$ cat src/rtl/irq_dest_pkg.sv
package irq_dest_pkg;
   typedef enum logic [1:0] {
      SH_NONE   = 2'd0,
      SH_SELF   = 2'd1,
      SH_ALL    = 2'd2,
      SH_OTHERS = 2'd3
   } shorthand_e;

   localparam logic [2:0] DM_LOWPRI   = 3'b001;
   localparam logic [3:0] FMT_FLAT    = 4'hF;
   localparam logic [3:0] FMT_CLUSTER = 4'h0;
   localparam logic [7:0] DEST_BCAST  = 8'hFF;
   localparam int         ID_W        = 8;
   localparam int         FMT_W       = 4;
endpackage

$ cat src/rtl/irq_unit_match.sv
module irq_unit_match
   import irq_dest_pkg::*;
(
   input  logic             clk,
   input  logic             rst_n,
   input  logic [ID_W-1:0]  dest,
   input  logic             logical,
   input  logic [ID_W-1:0]  id,
   input  logic [ID_W-1:0]  ldest,
   input  logic [FMT_W-1:0] fmt,
   output logic             hit
);
   logic phys_hit;
   logic flat_hit;
   logic clus_hit;
   logic log_hit;

   always_comb begin
      phys_hit = (dest == DEST_BCAST) || (dest == id);
      flat_hit = |(dest & ldest);
      clus_hit = (dest[7:4] == ldest[7:4]) && (|(dest[3:0] & ldest[3:0]));
      case (fmt)
         FMT_FLAT:    log_hit = flat_hit;
         FMT_CLUSTER: log_hit = clus_hit;
         default:     log_hit = 1'b0;
      endcase
      hit = logical ? log_hit : phys_hit;
   end

   AST_ODD_FORMAT_IDLE: assert property (@(posedge clk) disable iff (!rst_n)
      (logical && fmt != FMT_FLAT && fmt != FMT_CLUSTER) |-> !hit);
   AST_PHYS_BCAST_HIT: assert property (@(posedge clk) disable iff (!rst_n)
      (!logical && dest == DEST_BCAST) |-> hit);
endmodule

$ cat src/rtl/irq_shorthand_sel.sv
module irq_shorthand_sel
   import irq_dest_pkg::*;
#(
   parameter int NUM_UNITS = 16,
   localparam int IDX_W = $clog2(NUM_UNITS)
)(
   input  logic [NUM_UNITS-1:0] dest_hits,
   input  logic [1:0]           short_sel,
   input  logic [IDX_W-1:0]     src,
   input  logic [NUM_UNITS-1:0] present,
   output logic [NUM_UNITS-1:0] mask
);
   logic [NUM_UNITS-1:0] self_oh;
   logic [NUM_UNITS-1:0] chosen;

   always_comb begin
      self_oh = '0;
      self_oh[src] = 1'b1;
      case (shorthand_e'(short_sel))
         SH_NONE:   chosen = dest_hits;
         SH_SELF:   chosen = self_oh;
         SH_ALL:    chosen = '1;
         SH_OTHERS: chosen = ~self_oh;
         default:   chosen = '0;
      endcase
      mask = chosen & present;
   end
endmodule

$ cat src/rtl/irq_first_pick.sv
module irq_first_pick #(
   parameter int NUM_UNITS  = 16,
   parameter int PICK_STYLE = 0
)(
   input  logic [NUM_UNITS-1:0] cand,
   input  logic                 enable,
   output logic [NUM_UNITS-1:0] picked
);
   logic [NUM_UNITS-1:0] lowest;

   generate
      if (PICK_STYLE == 0) begin : g_arith
         always_comb lowest = cand & (~cand + 1'b1);
      end else begin : g_chain
         always_comb begin
            logic seen;
            seen = 1'b0;
            lowest = '0;
            for (int i = 0; i < NUM_UNITS; i++) begin
               if (cand[i] && !seen) begin
                  lowest[i] = 1'b1;
                  seen = 1'b1;
               end
            end
         end
      end
   endgenerate

   assign picked = enable ? lowest : cand;
endmodule

$ cat src/rtl/irq_dest_resolver.sv
module irq_dest_resolver
   import irq_dest_pkg::*;
#(
   parameter int NUM_UNITS  = 16,
   parameter int PICK_STYLE = 0,
   localparam int IDX_W = $clog2(NUM_UNITS)
)(
   input  logic                       clk,
   input  logic                       rst_n,
   input  logic                       req_valid,
   input  logic [7:0]                 req_dest,
   input  logic                       req_logical,
   input  logic [1:0]                 req_short,
   input  logic [2:0]                 req_mode,
   input  logic [IDX_W-1:0]           req_src,
   input  logic [NUM_UNITS-1:0]       unit_present,
   input  logic [ID_W*NUM_UNITS-1:0]  unit_id,
   input  logic [ID_W*NUM_UNITS-1:0]  unit_ldest,
   input  logic [FMT_W*NUM_UNITS-1:0] unit_fmt,
   output logic                       out_valid,
   output logic [NUM_UNITS-1:0]       out_mask
);
   initial begin
      assert (NUM_UNITS >= 2 && NUM_UNITS <= 256)
         else $error("NUM_UNITS out of range");
      assert (PICK_STYLE == 0 || PICK_STYLE == 1)
         else $error("PICK_STYLE must be 0 or 1");
   end

   logic [NUM_UNITS-1:0] dest_hits;
   logic [NUM_UNITS-1:0] sel_mask;
   logic [NUM_UNITS-1:0] final_mask;

   genvar gi;
   generate
      for (gi = 0; gi < NUM_UNITS; gi++) begin : g_unit
         irq_unit_match u_match (
            .clk     (clk),
            .rst_n   (rst_n),
            .dest    (req_dest),
            .logical (req_logical),
            .id      (unit_id[gi*ID_W +: ID_W]),
            .ldest   (unit_ldest[gi*ID_W +: ID_W]),
            .fmt     (unit_fmt[gi*FMT_W +: FMT_W]),
            .hit     (dest_hits[gi])
         );
      end
   endgenerate

   irq_shorthand_sel #(.NUM_UNITS(NUM_UNITS)) u_short (
      .dest_hits (dest_hits),
      .short_sel (req_short),
      .src       (req_src),
      .present   (unit_present),
      .mask      (sel_mask)
   );

   irq_first_pick #(.NUM_UNITS(NUM_UNITS), .PICK_STYLE(PICK_STYLE)) u_pick (
      .cand   (sel_mask),
      .enable (req_mode == DM_LOWPRI),
      .picked (final_mask)
   );

   always_ff @(posedge clk or negedge rst_n) begin
      if (!rst_n) begin
         out_valid <= 1'b0;
         out_mask  <= '0;
      end else begin
         out_valid <= req_valid;
         if (req_valid) out_mask <= final_mask;
      end
   end

   AST_VALID_FOLLOWS_REQ: assert property (@(posedge clk) disable iff (!rst_n)
      req_valid |=> out_valid);
   AST_NO_SPURIOUS_VALID: assert property (@(posedge clk) disable iff (!rst_n)
      !req_valid |=> !out_valid);
   AST_MASK_HOLDS: assert property (@(posedge clk) disable iff (!rst_n)
      !req_valid |=> $stable(out_mask));
   AST_ABSENT_NEVER_SET: assert property (@(posedge clk) disable iff (!rst_n)
      req_valid |=> ((out_mask & ~$past(unit_present)) == '0));
   AST_LOWPRI_ONEHOT: assert property (@(posedge clk) disable iff (!rst_n)
      (req_valid && req_mode == DM_LOWPRI) |=> $onehot0(out_mask));
   AST_SELF_ONLY_SRC: assert property (@(posedge clk) disable iff (!rst_n)
      (req_valid && req_short == 2'd1) |=> ($countones(out_mask) <= 1));
endmodule

$ cat config.mk
export PLATFORM = sky130hd
export DESIGN_NAME = irq_dest_resolver
export DESIGN_NICKNAME = d
export VERILOG_FILES = /design/src/rtl/irq_dest_pkg.sv /design/src/rtl/irq_unit_match.sv /design/src/rtl/irq_shorthand_sel.sv /design/src/rtl/irq_first_pick.sv /design/src/rtl/irq_dest_resolver.sv
export SDC_FILE = /design/constraint.sdc
export NUM_CORES = 1
export LEC_CHECK = 0
export BUFFER_PORTS_ARGS = -buffer_cell sky130_fd_sc_hd__buf_2
export CAP_MARGIN = 20
export CORE_AREA = 5 5 142 144
export DETAILED_ROUTE_END_ITERATION = 12
export DIE_AREA = 0 0 147 149
export GPL_TIMING_DRIVEN = 0
export SKIP_CTS_REPAIR_TIMING = 1
export SYNTH_ARGS = -nofsm -noshare
export SYNTH_HDL_FRONTEND = slang
export SYNTH_SLANG_ARGS = --single-unit
$ cat constraint.sdc
create_clock -name clk -period 1.9 [get_ports clk]
set_input_delay 0.38 -clock clk [delete_from_list [all_inputs] [get_ports clk]]
set_output_delay 0.38 -clock clk [all_outputs]
set_load 0.005 [all_outputs]
==> impl_metrics.csv <==
group,metric,value,unit
synth,synth_cell_types,63,
timing,setup_ws,-0.467,ns
timing,skew,0,ns
status,failed_checks,"negative setup slack",
global_route,grt_first_pass_wirelength,38200,um
power_and_ir_drop,p_leak,3.57,nW
timing,tns,-6.33,ns
min_path,hp-class,"input pin to async pin",
synth,synthCells,569,
drt,dr.pass1.iters,5,
clocking,htreeDepth,1,
setup_path,cp.arrival,2.50,ns
status,status,"complete, but fails checks",
timing,period_needed,2.37,ns
timing,holdWs,0.0512,ns
placement,placement.io_buffers,368,
clocking,cts.sinks,17,
placement,placed_area,0.00714,sq mm
finish,area_growth,59.4,%
synth,syn_area,0.00482,sq mm
clocking,tritoncts,"done",
die,die_h,149,um
finish,finalCoreUtilization,0.414,
setup_path,worstSetupEndpointType,"register",
clocking,cts.clk_slew.worst_paths,0.05,ns
setup_path,critPathLaunchType,"input pin",
global_route,grt_max_degree,18,
die,die_area,0.0219,sq mm
clocking,numCtsBuffers,3,
finish,nets,1375,
finish,drive_gt1_frac,0.509,
power_and_ir_drop,power.total,0.00243,W
setup_path,criticalPathCategory,"input pin to register",
finish,fin_area,0.00768,sq mm
synth,synth-seq-cells,17,
clocking,clockBufferDepth,2,
timing,rsz0062_at_grt,"yes",
synth,synth_edf_count,0,
clocking,clk_latency,0.25,ns
drt,routedWlPerCell,22.3,um
power_and_ir_drop,p_per_area,316,mW/mm^2
power_and_ir_drop,irDropWorstVdd,0.000214,V
timing,report.final.slew_viol_count,0,
timing,hold_violations,0,
drt,routed_wl,26600,um
setup_path,worst_ep_required_time,2.04,ns
flow_run,maxCapViolCount,0,
timing,setup_viol,16,
drt,via_count,6261,
placement,place_hpwl,22500,um
drt,vias_per_cell,5.27,
global_route,overflow,0,
setup_path,worst-path-max-fanout,17,
synth,synthArstFlopShare,1.00,
synth,ys_warn_count,0,
synth,seq_area_frac_synth,0.0882,
die,core_area,0.0186,sq mm
synth,synthFlopType,"dfrtp_1",
synth,syn-num-nets,990,
clocking,clk_root_buffer_cell,"clkbuf_16",
die,ios,374,
die,row_count,50,
die,start_util,0.259,
drt,drc,0,
timing,fin_crit_sh,1.25,
global_route,antenna_found_initial,3,
drt,drtIter0Drc,236,
timing,worst_pin_slew,0.600,ns
timing,slew_headroom,0.600,
synth,avgSynthCellArea,8.47,sq um
drt,antenna_left,0,
global_route,first_global_vias,6571,
placement,gp_congestion,0.896,
die,dieWidth,147,um
timing,max_freq,0.422,GHz
global_route,grt_usage,0.226,
## stage by stage
step	cells	setup WS, ns
3_5_place_dp	1171	-1.58
3_3_place_gp	1171	-1.52
2_1_floorplan	569	-0.308
5_1_grt	1188	-0.572
4_1_cts	1175	-1.31
6_report	1189	-0.467
## state kept, by name (all words and copies together), names as in the netlist
signal,cells
out_valid,1
out_mask,16
## Yosys cell counts (8+ instances only)
master	number	area share
a211oi_1	8	0.012
a21oi_1	23	0.024
a22o_1	8	0.015
a22oi_1	24	0.037
buf_2	9	0.0093
buf_4	15	0.023
dfrtp_1	17	0.088
ha_1	64	0.17
nand2_1	16	0.012
nand4_1	24	0.031
nor3_1	11	0.011
nor4_1	48	0.062
o211ai_1	10	0.016
o21ai_0	25	0.026
or4_1	23	0.036
xnor2_1	36	0.065
xor2_1	108	0.20
## layout make-up
cell class                      instances  area (sq um)
Fill cell                            1927         10900
Multi-Input combinational cell        509          4570
Timing Repair Buffer                  380          2010
Sequential cell                        17           425
Tap cell                              234           293
Buffer                                 35           274
Clock buffer                            4          78.8
Inverter                                8          30.0
Antenna cell                            2          5.00
## kinds of logic (layout without fill, tap and decap cells)
family / count (synthesis) / after routing / share of synthesized area
AOI/OAI and AO/OA: 137 / 137 / 0.200
xor gates and xnor gates: 144 / 144 / 0.262
adders and majority gates: 64 / 64 / 0.166
buffers and inverters: 43 / 427 / 0.0584
DFF: 17 / 17 / 0.0882
muxes: 1 / 1 / 0.00234
other: 0 / 2 / 0
and+or+nand+nor: 163 / 163 / 0.223
## critical path: stages
cell and delay [ns]:
buf_12 0.17, ha_4 0.22, or4_4 0.53, a211oi_2 0.25, a211oi_2 0.09, nor3_4 0.34, nor4_4 0.10, buf_2 0.17
a31oi_1 0.15, o2bb2ai_1 0.07
## power by group
| part | switching (W) | leakage (nW) | internal [W] |
|---|---|---|---|
| logic | 0.000818 | 3.31 | 0.000760 |
| clock network | 0.000141 | 0.0382 | 0.000285 |
| registers | 0.0000219 | 0.218 | 0.000400 |
| total | 0.000981 | 3.57 | 0.00145 |
## layer usage
metal / track usage / part of all wire / routed length (um)
met2: 0.431 / 0.51 / 13600
met1: 0.269 / 0.40 / 10700
met3: 0.0401 / 0.066 / 1760
met5: 0 / 0.00053 / 14
met4: 0.0317 / 0.015 / 408
## cells in the final DEF (no fill, tap or decap), drive strengths merged, types with 17 or more instances in the layout
master and instances:
xor2 108, dfrtp 17, nand2 17, nor4 50, buf 412, a21oi 23
a22oi 27, o21ai 30, xnor2 36, or4 23, nand4 24, ha 64
## path summary, 6_finish.rpt
path	from	end	slack (ns)	depth (start not counted)
hold reg to reg	out_mask[6]$_DFFE_PN0P_	out_mask[6]$_DFFE_PN0P_	0.49	2
hold / removal	rst_n	out_valid$_DFF_PN0_	0.05	1
setup reg to reg	out_mask[14]$_DFFE_PN0P_	out_mask[14]$_DFFE_PN0P_	0.98	2
setup / recovery	req_dest[4]	out_mask[10]$_DFFE_PN0P_	-0.47	10
min in group clk	req_valid	out_valid$_DFF_PN0_	0.32	1
max in group asynchronous	rst_n	out_mask[6]$_DFFE_PN0P_	1.56	1
Power figures use the tool's default switching activity.
